--- config.mk ---
export PLATFORM = sky130hd
export DESIGN_NAME = fpsw_top
export DESIGN_NICKNAME = d
export VERILOG_FILES = /design/src/rtl/fpsw_pkg.sv /design/src/rtl/fpsw_ctrl.sv /design/src/rtl/fpsw_datapath.sv /design/src/rtl/fpsw_summary.sv /design/src/rtl/fpsw_top.sv
export SDC_FILE = /design/constraint.sdc
export NUM_CORES = 1
export LEC_CHECK = 0
export BUFFER_PORTS_ARGS = -buffer_cell sky130_fd_sc_hd__buf_2
export CORE_UTILIZATION = 40
export CTS_BUF_LIST = sky130_fd_sc_hd__clkbuf_16
export CTS_CLUSTER_DIAMETER = 150
export CTS_CLUSTER_SIZE = 14
export DETAILED_ROUTE_END_ITERATION = 8
export GPL_TIMING_DRIVEN = 0
export PLACE_DENSITY = 0.87
export SYNTH_ARGS = -nofsm -noshare
export SYNTH_HDL_FRONTEND = slang
export SYNTH_SLANG_ARGS = --single-unit
export TNS_END_PERCENT = 50
--- constraint.sdc ---
create_clock -name clk -period 1.3 [get_ports clk]
set_input_delay 0.195 -clock clk [delete_from_list [all_inputs] [get_ports clk]]
set_output_delay 0.195 -clock clk [all_outputs]
set_load 0.05 [all_outputs]
--- src/rtl/fpsw_pkg.sv ---
package fpsw_pkg;
  localparam int EXC_N  = 6;
  localparam int TOP_W  = 3;
  localparam int CC_N   = 4;
  localparam int QUOT_W = 3;
  localparam int WORD_W = 16;
  localparam int FLAG_N = EXC_N + 1;           // exceptions plus stack fault
  localparam int UPPER_N = CC_N + TOP_W;       // bits 14:8 of the word

  typedef enum logic [2:0] {
    C1_KEEP, C1_FAULT, C1_ROUND, C1_QUOT, C1_CC
  } c1Sel_e;

  typedef enum logic [1:0] {
    C2_KEEP, C2_QUOT, C2_RANGE, C2_CC
  } c2Sel_e;

  typedef enum logic [1:0] {
    C03_KEEP, C03_QUOT, C03_CC
  } c03Sel_e;

  typedef struct packed {
    logic    init;
    logic    load;
    logic    clear;
    logic    capture;
    logic    topWr;
    c1Sel_e  c1Sel;
    c2Sel_e  c2Sel;
    c03Sel_e c03Sel;
  } swStrobe_t;
endpackage

--- src/rtl/fpsw_ctrl.sv ---
module fpsw_ctrl
  import fpsw_pkg::*;
(
  input  logic      initCmd,
  input  logic      loadCmd,
  input  logic      clrExc,
  input  logic      stackFault,
  input  logic      precisionEvt,
  input  logic      remDone,
  input  logic      remComplete,
  input  logic      rangeEvt,
  input  logic      ccWrite,
  input  logic      topWrite,
  output swStrobe_t strobe
);
  logic evtOk;

  // init beats load beats clear; any command drops the events
  assign evtOk = !(initCmd || loadCmd || clrExc);

  always_comb begin
    strobe         = '0;
    strobe.init    = initCmd;
    strobe.load    = loadCmd && !initCmd;
    strobe.clear   = clrExc && !loadCmd && !initCmd;
    strobe.capture = evtOk;
    strobe.topWr   = evtOk && topWrite;
    strobe.c1Sel   = C1_KEEP;
    strobe.c2Sel   = C2_KEEP;
    strobe.c03Sel  = C03_KEEP;
    if (evtOk) begin
      // stack fault outranks rounding, which outranks the quotient
      if (stackFault)                  strobe.c1Sel = C1_FAULT;
      else if (precisionEvt)           strobe.c1Sel = C1_ROUND;
      else if (remDone && remComplete) strobe.c1Sel = C1_QUOT;
      else if (ccWrite)                strobe.c1Sel = C1_CC;

      if (remDone)       strobe.c2Sel = C2_QUOT;
      else if (rangeEvt) strobe.c2Sel = C2_RANGE;
      else if (ccWrite)  strobe.c2Sel = C2_CC;

      if (remDone && remComplete) strobe.c03Sel = C03_QUOT;
      else if (ccWrite)           strobe.c03Sel = C03_CC;
    end
  end
endmodule

--- src/rtl/fpsw_datapath.sv ---
module fpsw_datapath
  import fpsw_pkg::*;
(
  input  logic               clk,
  input  logic               rstN,
  input  swStrobe_t          strobe,
  input  logic [EXC_N-1:0]   excEvt,
  input  logic               stackFault,
  input  logic               stackOverflow,
  input  logic               roundUp,
  input  logic               remComplete,
  input  logic [QUOT_W-1:0]  remQuot,
  input  logic               rangeOut,
  input  logic [CC_N-1:0]    ccIn,
  input  logic [TOP_W-1:0]   topIn,
  input  logic [FLAG_N-1:0]  loadFlags,
  input  logic [UPPER_N-1:0] loadUpper,
  output logic [EXC_N-1:0]   excFlags,
  output logic               sfFlag,
  output logic [CC_N-1:0]    ccReg,      // index n holds Cn
  output logic [TOP_W-1:0]   topReg
);
  logic [EXC_N-1:0] faultAsIe;

  assign faultAsIe = EXC_N'(stackFault); // stack fault raises invalid (bit 0)

  always_ff @(posedge clk or negedge rstN) begin
    if (!rstN) begin
      excFlags <= '0;
      sfFlag   <= 1'b0;
      ccReg    <= '0;
      topReg   <= '0;
    end else if (strobe.init) begin
      excFlags <= '0;
      sfFlag   <= 1'b0;
      ccReg    <= '0;
      topReg   <= '0;
    end else if (strobe.load) begin
      excFlags <= loadFlags[EXC_N-1:0];
      sfFlag   <= loadFlags[EXC_N];
      ccReg[0] <= loadUpper[0];
      ccReg[1] <= loadUpper[1];
      ccReg[2] <= loadUpper[2];
      topReg   <= loadUpper[3 +: TOP_W];
      ccReg[3] <= loadUpper[UPPER_N-1];
    end else begin
      if (strobe.clear) begin
        excFlags <= '0;
        sfFlag   <= 1'b0;
      end else if (strobe.capture) begin
        excFlags <= excFlags | excEvt | faultAsIe;
        sfFlag   <= sfFlag | stackFault;
      end

      if (strobe.topWr) topReg <= topIn;

      unique case (strobe.c1Sel)
        C1_FAULT: ccReg[1] <= stackOverflow;
        C1_ROUND: ccReg[1] <= roundUp;
        C1_QUOT:  ccReg[1] <= remQuot[0];
        C1_CC:    ccReg[1] <= ccIn[1];
        default:  ;
      endcase

      unique case (strobe.c2Sel)
        C2_QUOT:  ccReg[2] <= !remComplete;
        C2_RANGE: ccReg[2] <= rangeOut;
        C2_CC:    ccReg[2] <= ccIn[2];
        default:  ;
      endcase

      unique case (strobe.c03Sel)
        C03_QUOT: begin
          ccReg[0] <= remQuot[2];
          ccReg[3] <= remQuot[1];
        end
        C03_CC: begin
          ccReg[0] <= ccIn[0];
          ccReg[3] <= ccIn[3];
        end
        default: ;
      endcase
    end
  end
endmodule

--- src/rtl/fpsw_summary.sv ---
module fpsw_summary
  import fpsw_pkg::*;
(
  input  logic [EXC_N-1:0] excFlags,
  input  logic [EXC_N-1:0] excMask,
  output logic             summary
);
  logic [EXC_N-1:0] liveHit;

  for (genvar i = 0; i < EXC_N; i++) begin : g_hit
    assign liveHit[i] = excFlags[i] && !excMask[i];
  end

  assign summary = |liveHit;
endmodule

--- src/rtl/fpsw_top.sv ---
module fpsw_top
  import fpsw_pkg::*;
(
  input  logic               clk,
  input  logic               rstN,
  input  logic [EXC_N-1:0]   excEvt,
  input  logic               roundUp,
  input  logic               stackFault,
  input  logic               stackOverflow,
  input  logic               remDone,
  input  logic               remComplete,
  input  logic [QUOT_W-1:0]  remQuot,
  input  logic               rangeEvt,
  input  logic               rangeOut,
  input  logic               ccWrite,
  input  logic [CC_N-1:0]    ccIn,
  input  logic               topWrite,
  input  logic [TOP_W-1:0]   topIn,
  input  logic [EXC_N-1:0]   excMask,
  input  logic               clrExc,
  input  logic               initCmd,
  input  logic               loadCmd,
  input  logic [FLAG_N-1:0]  loadFlags,
  input  logic [UPPER_N-1:0] loadUpper,
  output logic [WORD_W-1:0]  statusWord,
  output logic               errSummary
);
  swStrobe_t        strobe;
  logic [EXC_N-1:0] excFlags;
  logic             sfFlag;
  logic [CC_N-1:0]  ccReg;
  logic [TOP_W-1:0] topReg;
  logic             esBit;

  fpsw_ctrl u_ctrl (
    .initCmd      (initCmd),
    .loadCmd      (loadCmd),
    .clrExc       (clrExc),
    .stackFault   (stackFault),
    .precisionEvt (excEvt[EXC_N-1]),
    .remDone      (remDone),
    .remComplete  (remComplete),
    .rangeEvt     (rangeEvt),
    .ccWrite      (ccWrite),
    .topWrite     (topWrite),
    .strobe       (strobe)
  );

  fpsw_datapath u_dp (
    .clk           (clk),
    .rstN          (rstN),
    .strobe        (strobe),
    .excEvt        (excEvt),
    .stackFault    (stackFault),
    .stackOverflow (stackOverflow),
    .roundUp       (roundUp),
    .remComplete   (remComplete),
    .remQuot       (remQuot),
    .rangeOut      (rangeOut),
    .ccIn          (ccIn),
    .topIn         (topIn),
    .loadFlags     (loadFlags),
    .loadUpper     (loadUpper),
    .excFlags      (excFlags),
    .sfFlag        (sfFlag),
    .ccReg         (ccReg),
    .topReg        (topReg)
  );

  fpsw_summary u_sum (
    .excFlags (excFlags),
    .excMask  (excMask),
    .summary  (esBit)
  );

  assign statusWord = {esBit, ccReg[3], topReg, ccReg[2], ccReg[1], ccReg[0],
                       esBit, sfFlag, excFlags};
  assign errSummary = esBit;
endmodule

# == After elaboration in Yosys (flattened, before gate mapping) ==
# Cells that the tools add are included.
# word_totals
in_bits,50
elab_cells,74
regBits,14
out_inout_bits,17
# classes
bitwise_logic,3
mux,27
reduce_logical,28
n_eq_ne,10
# op_table
op,count
$mux W6,4
$mux W3,7
$logic_and A1 B1 Y1,11
$logic_not A1 Y1,10
$mux W2,5
$mux W4,2
$mux W7,1
$eq A2 B2 Y1 const B,3
$eq A3 B2 Y1 const B,2
$or A6 B1 Y6,1
$or A6 B6 Y6,1
$reduce_bool A6 Y1,1
$reduce_or A6 Y1,1
$reduce_bool A5 Y1,1
$eq A2 B1 Y1 const B,2
$mux W1,4
$ne A4 B4 Y1 const B,1
$pmux W1 S2,2
$pmux W1 S4,1
$reduce_bool A4 Y1,1
$eq A3 B1 Y1 const B,1
$eq A3 B3 Y1 const B,1
$pmux W1 S3,1
$reduce_bool A3 Y1,1
2 further kinds,3

# == Longest topological paths before layout ==
# logic_depth
depth_word,9
mapped_depth,10
depth_no_buf,8

# == Hierarchy ==
# Synthesis repeated with hierarchy kept, for this count alone.
# unflattened
hier_cells,130
area_unflattened_um2,1086.0
# by_module_without_submodules
mod,cells_per_inst,area_per_inst_um2,n_inst,seq_area_each_um2
fpsw_datapath,96,853.3,1,350.3
fpsw_ctrl,21,162.7,1,0.0
fpsw_summary,10,47.5,1,0.0
fpsw_top,3,22.5,1,0.0

# == Least setup slack after synthesis ==
# OpenSTA, ideal clock, no wires.
# synth_path
path_type,flip-flop to output port
from,register u_dp.excFlags[4]
to,output statusWord[15]
stages_incl_launch_ff,4
t_arrival_ns,1.963
n_path_buf,1
slack_ns,-0.858
t_required_ns,1.105
cell_sequence,dfrtp_1 inv_1 o221ai_1 buf_4
# synth_between
elab_chain_len,2
# synth_rtl
item,line,rtl
start: declaration,fpsw_datapath.sv:18,"output logic [EXC_N-1:0] excFlags,"
start signal: assignment,fpsw_datapath.sv:39,excFlags <= loadFlags[EXC_N-1:0];
start signal: assignment,fpsw_datapath.sv:51,excFlags <= excFlags | excEvt | faultAsIe;
$logic_and A1 B1 Y1,fpsw_summary.sv:11,assign liveHit[i] = excFlags[i] && !excMask[i];
$reduce_or A6 Y1,fpsw_summary.sv:14,assign summary = |liveHit;
end: declaration,fpsw_top.sv:25,"output logic [WORD_W-1:0] statusWord,"
# No other way between the ends.

# == Final worst setup path ==
# layout_path
from,register u_dp.excFlags[3]
to,output statusWord[15]
# The elaborated chain is that of the path after synthesis.

==> metrics.md <==
| Metric | Value |
|---|---|
| Routed Antenna Nets | `0` |
| Total CTS buffers | `3` |
| # setup viols final | `7` |
| Pin count of the biggest net entering global routing | `15` |
| Crit. End Element | `output port` |
| Initial antenna violation count | `0` |
| Syn avg cell area | `8.591 sq um` |
| Die Wd | `51.05 um` |
| Yosys cell types | `34` |
| Avg WL per Cell | `14.80 um` |
| PortBufs | `63` |
| Clock tree from TritonCTS | `done` |
| GR Overflow Total | `0` |
| First-pass GRT wire length | `4540 um` |
| Failing checks | `setup timing` |
| Setup tns final | `-1.522 ns` |
| Initial DRC Count | `31` |
| RSZ-0062 raised after global routing | `true` |
| Max IR drop VDD | `0.9060 mV` |
| Max Slew Vio Count | `0` |
| Slew HR | `0.6754` |
| Syn Std Cell Area | `962.2 sq um` |
| Detailed Routing Iterations Pass 1 | `4` |
| Mapped Cells | `112` |
| Die ar. | `2606 sq um` |
| Top_reg_cell synth | `dfrtp_1` |
| Clock sink count | `14` |
| Crit path max-delay family | `compound AO/OA/AOI/OAI gates` |
| Clk slew on worst S/H paths | `0.05 ns` |
| Fraction of layout cells with a size suffix above 1 | `0.5561` |
| Fin Hold WS | `0.2089 ns` |
| Power Total | `1.613 mW` |
| Bufs on Longest Clock Path | `2` |
| PnR worst setup slack | `-0.3931 ns` |
| Core footprint | `2233 sq um` |
| Post-synthesis sequential area ratio | `0.3641` |
| Ys async rst share | `1.000` |
| Slowest cell on the critical path | `dfrtp_2` |
| Number of synthesized flops with an enable pin | `0` |
| Max Fclk | `590.6 MHz` |
| Final hold vios | `0` |
| I/O Pins | `67` |
| ANT cells | `0` |
| CTS Root Cell | `clkbuf_16` |
| CP arrival | `1.50 ns` |
| Critical path buffers and inverters | `3` |
| Vias | `1151` |
| Clock Skew | `0 ns` |
| Synthesized Nets | `165` |
| Global placement routability congestion | `0.8020` |
| Vias in the first global route | `1059` |
| Min Tclk post-route | `1.693 ns` |
| Vias/cell | `5.353` |
| CP Max Fanout | `3` |
| Layout Nets | `241` |
| CP cell instances | `inv_2, o22ai_2, a221oi_2, o221ai_4, buf_6, buf_8` |
| Critical Path Max Stage Delay | `0.41 ns` |
| WS Path Type | `reg2out` |
| Critical Path RT | `1.11 ns` |
| Max-cap viol count | `0` |
| Power Density | `1014 nW/um^2` |
| Part of the cycle the worst path needs | `1.302` |
| Worst min path class | `in2reg` |
| Pleak | `0.8096 nW` |
| Flop and latch count out of synthesis | `14` |
| Post-route DRC | `0` |
| Startpoint type of the worst setup path | `flop` |
| DRT Wirelength | `3181 um` |
| Std-Cell Rows | `17` |
| Yosys warns | `0` |
| DP Wirelength | `2291 um` |
| Clk Latency, worst-skew pair | `0.24 ns` |
| Tightest Pin Transition | `0.4869 ns` |
| H-tree depth | `1` |
| Chip height | `51.05 um` |
| Syn-to-layout area delta | `65.41%` |
| Starting density of the core | `0.4308` |
| GRT Util Overall | `0.2376` |
| Status | `finished with violations` |
-- worst paths after layout --
kind / end / slack, ns / depth (start not counted) / from
worst max-delay path: statusWord[15] / -0.39 / 6 / u_dp.excFlags[3]
worst min-delay path: u_dp.excFlags[5] / 0.21 / 3 / loadFlags[5]
worst max register to register: u_dp.excFlags[3] / 0.20 / 6 / u_dp.excFlags[3]
worst min register to register: u_dp.topReg[2] / 0.49 / 1 / u_dp.topReg[2]
max in group asynchronous: u_dp.excFlags[0] / 0.63 / 2 / rstN
min in group asynchronous: u_dp.topReg[1] / 0.39 / 2 / rstN
-- cell usage after synthesis, types with 3 or more instances --
library cell | number | area [sq um]
inv_1 | 7 | 26.28
mux2i_1 | 7 | 70.07
buf_4 | 3 | 22.52
nand2_1 | 4 | 15.01
o21ai_1 | 4 | 20.02
ha_1 | 3 | 37.54
dfrtp_1 | 14 | 350.3
a21oi_1 | 8 | 40.04
nor2_1 | 22 | 82.58
buf_2 | 4 | 20.02
nor3_1 | 9 | 45.04
-- area by class of cell --
type / count / area (sq um)
tap: 28 / 35.03
multi-input combinational: 81 / 604.3
buffer: 9 / 92.59
clock inverter: 1 / 3.754
inverter: 8 / 30.03
sequential: 14 / 356.6
timing repair buffer: 71 / 394.1
clock buffer: 3 / 75.07
fill: 167 / 641.9
-- stage by stage --
stage,instance area (sq um),std cells,worst slack (ns),util
final,1592,215,-0.3931,0.7126
after global routing,1592,215,-0.4625,0.7126
after CTS,1503,209,-0.3768,0.6728
after detailed placement,1356,203,-0.5925,0.6073
after global placement,1356,203,-0.5171,0.6073
after floorplan,1006,112,-0.4307,-
-- cells in the final DEF, fill, tap and decap left out, types with 2 or more instances in the layout --
cell type and instances:
inv_2 3, o21ai_1 5, a22oi_1 2, nor2b_1 2, nand2_1 4, o21ai_2 2
buf_2 62, ha_2 2, a21oi_1 8, buf_4 8, nor3_4 2, mux2i_1 7
dfrtp_2 5, buf_6 6, nor3_1 7, inv_1 6, clkbuf_16 3, nor2_1 22
dfrtp_1 9, mux2_1 2
-- flip-flops by register name, summed over array words and instances (netlist names) --
name / flops
u_dp.excFlags: 6
u_dp.ccReg: 4
u_dp.topReg: 3
u_dp.sfFlag: 1
-- power breakdown --
part | switching [mW] | internal, mW | total [mW]
Combinational | 0.327 | 0.218 | 0.545
Sequential | 0.0213 | 0.468 | 0.489
Clock | 0.173 | 0.406 | 0.579
-- cells by family after synthesis --
kind of cell	synth area share
AO/OA/AOI/OAI	0.1860
adder cells (fa/ha/maj)	0.03902
buffers and inverters	0.09102
flip-flops	0.3641
multiplexers	0.1079
AND/OR/NAND/NOR	0.2120
-- worst reg2reg max path: cells and delay by family, from the launching register on --
family / cells / cell delay, ns
AO/OA/AOI/OAI: 1 / 0.11
buffers and inverters: 2 / 0.26
flip-flops: 1 / 0.41
AND/OR/NAND/NOR: 3 / 0.19
-- repair_timing --
action / 4_1_cts / 5_1_grt
endpoints found under the setup margin: 6 / 6
pin swaps: 2 / 6
cloned: 0 / 0
endpoints found under the hold margin: 14 / 0
resized for setup: 17 / 10
hold buffers: 1 / 0
buffers inserted: 1 / 6
-- metal layers --
layer,track usage,wire (um),vias up
met4,0.07870,25,0
met5,0,0,-
met1,0.2588,1197,563
met2,0.4627,1812,47
met3,0.02976,145,4
li1,-,-,537
No activity file was read; power rests on OpenSTA's default activity.
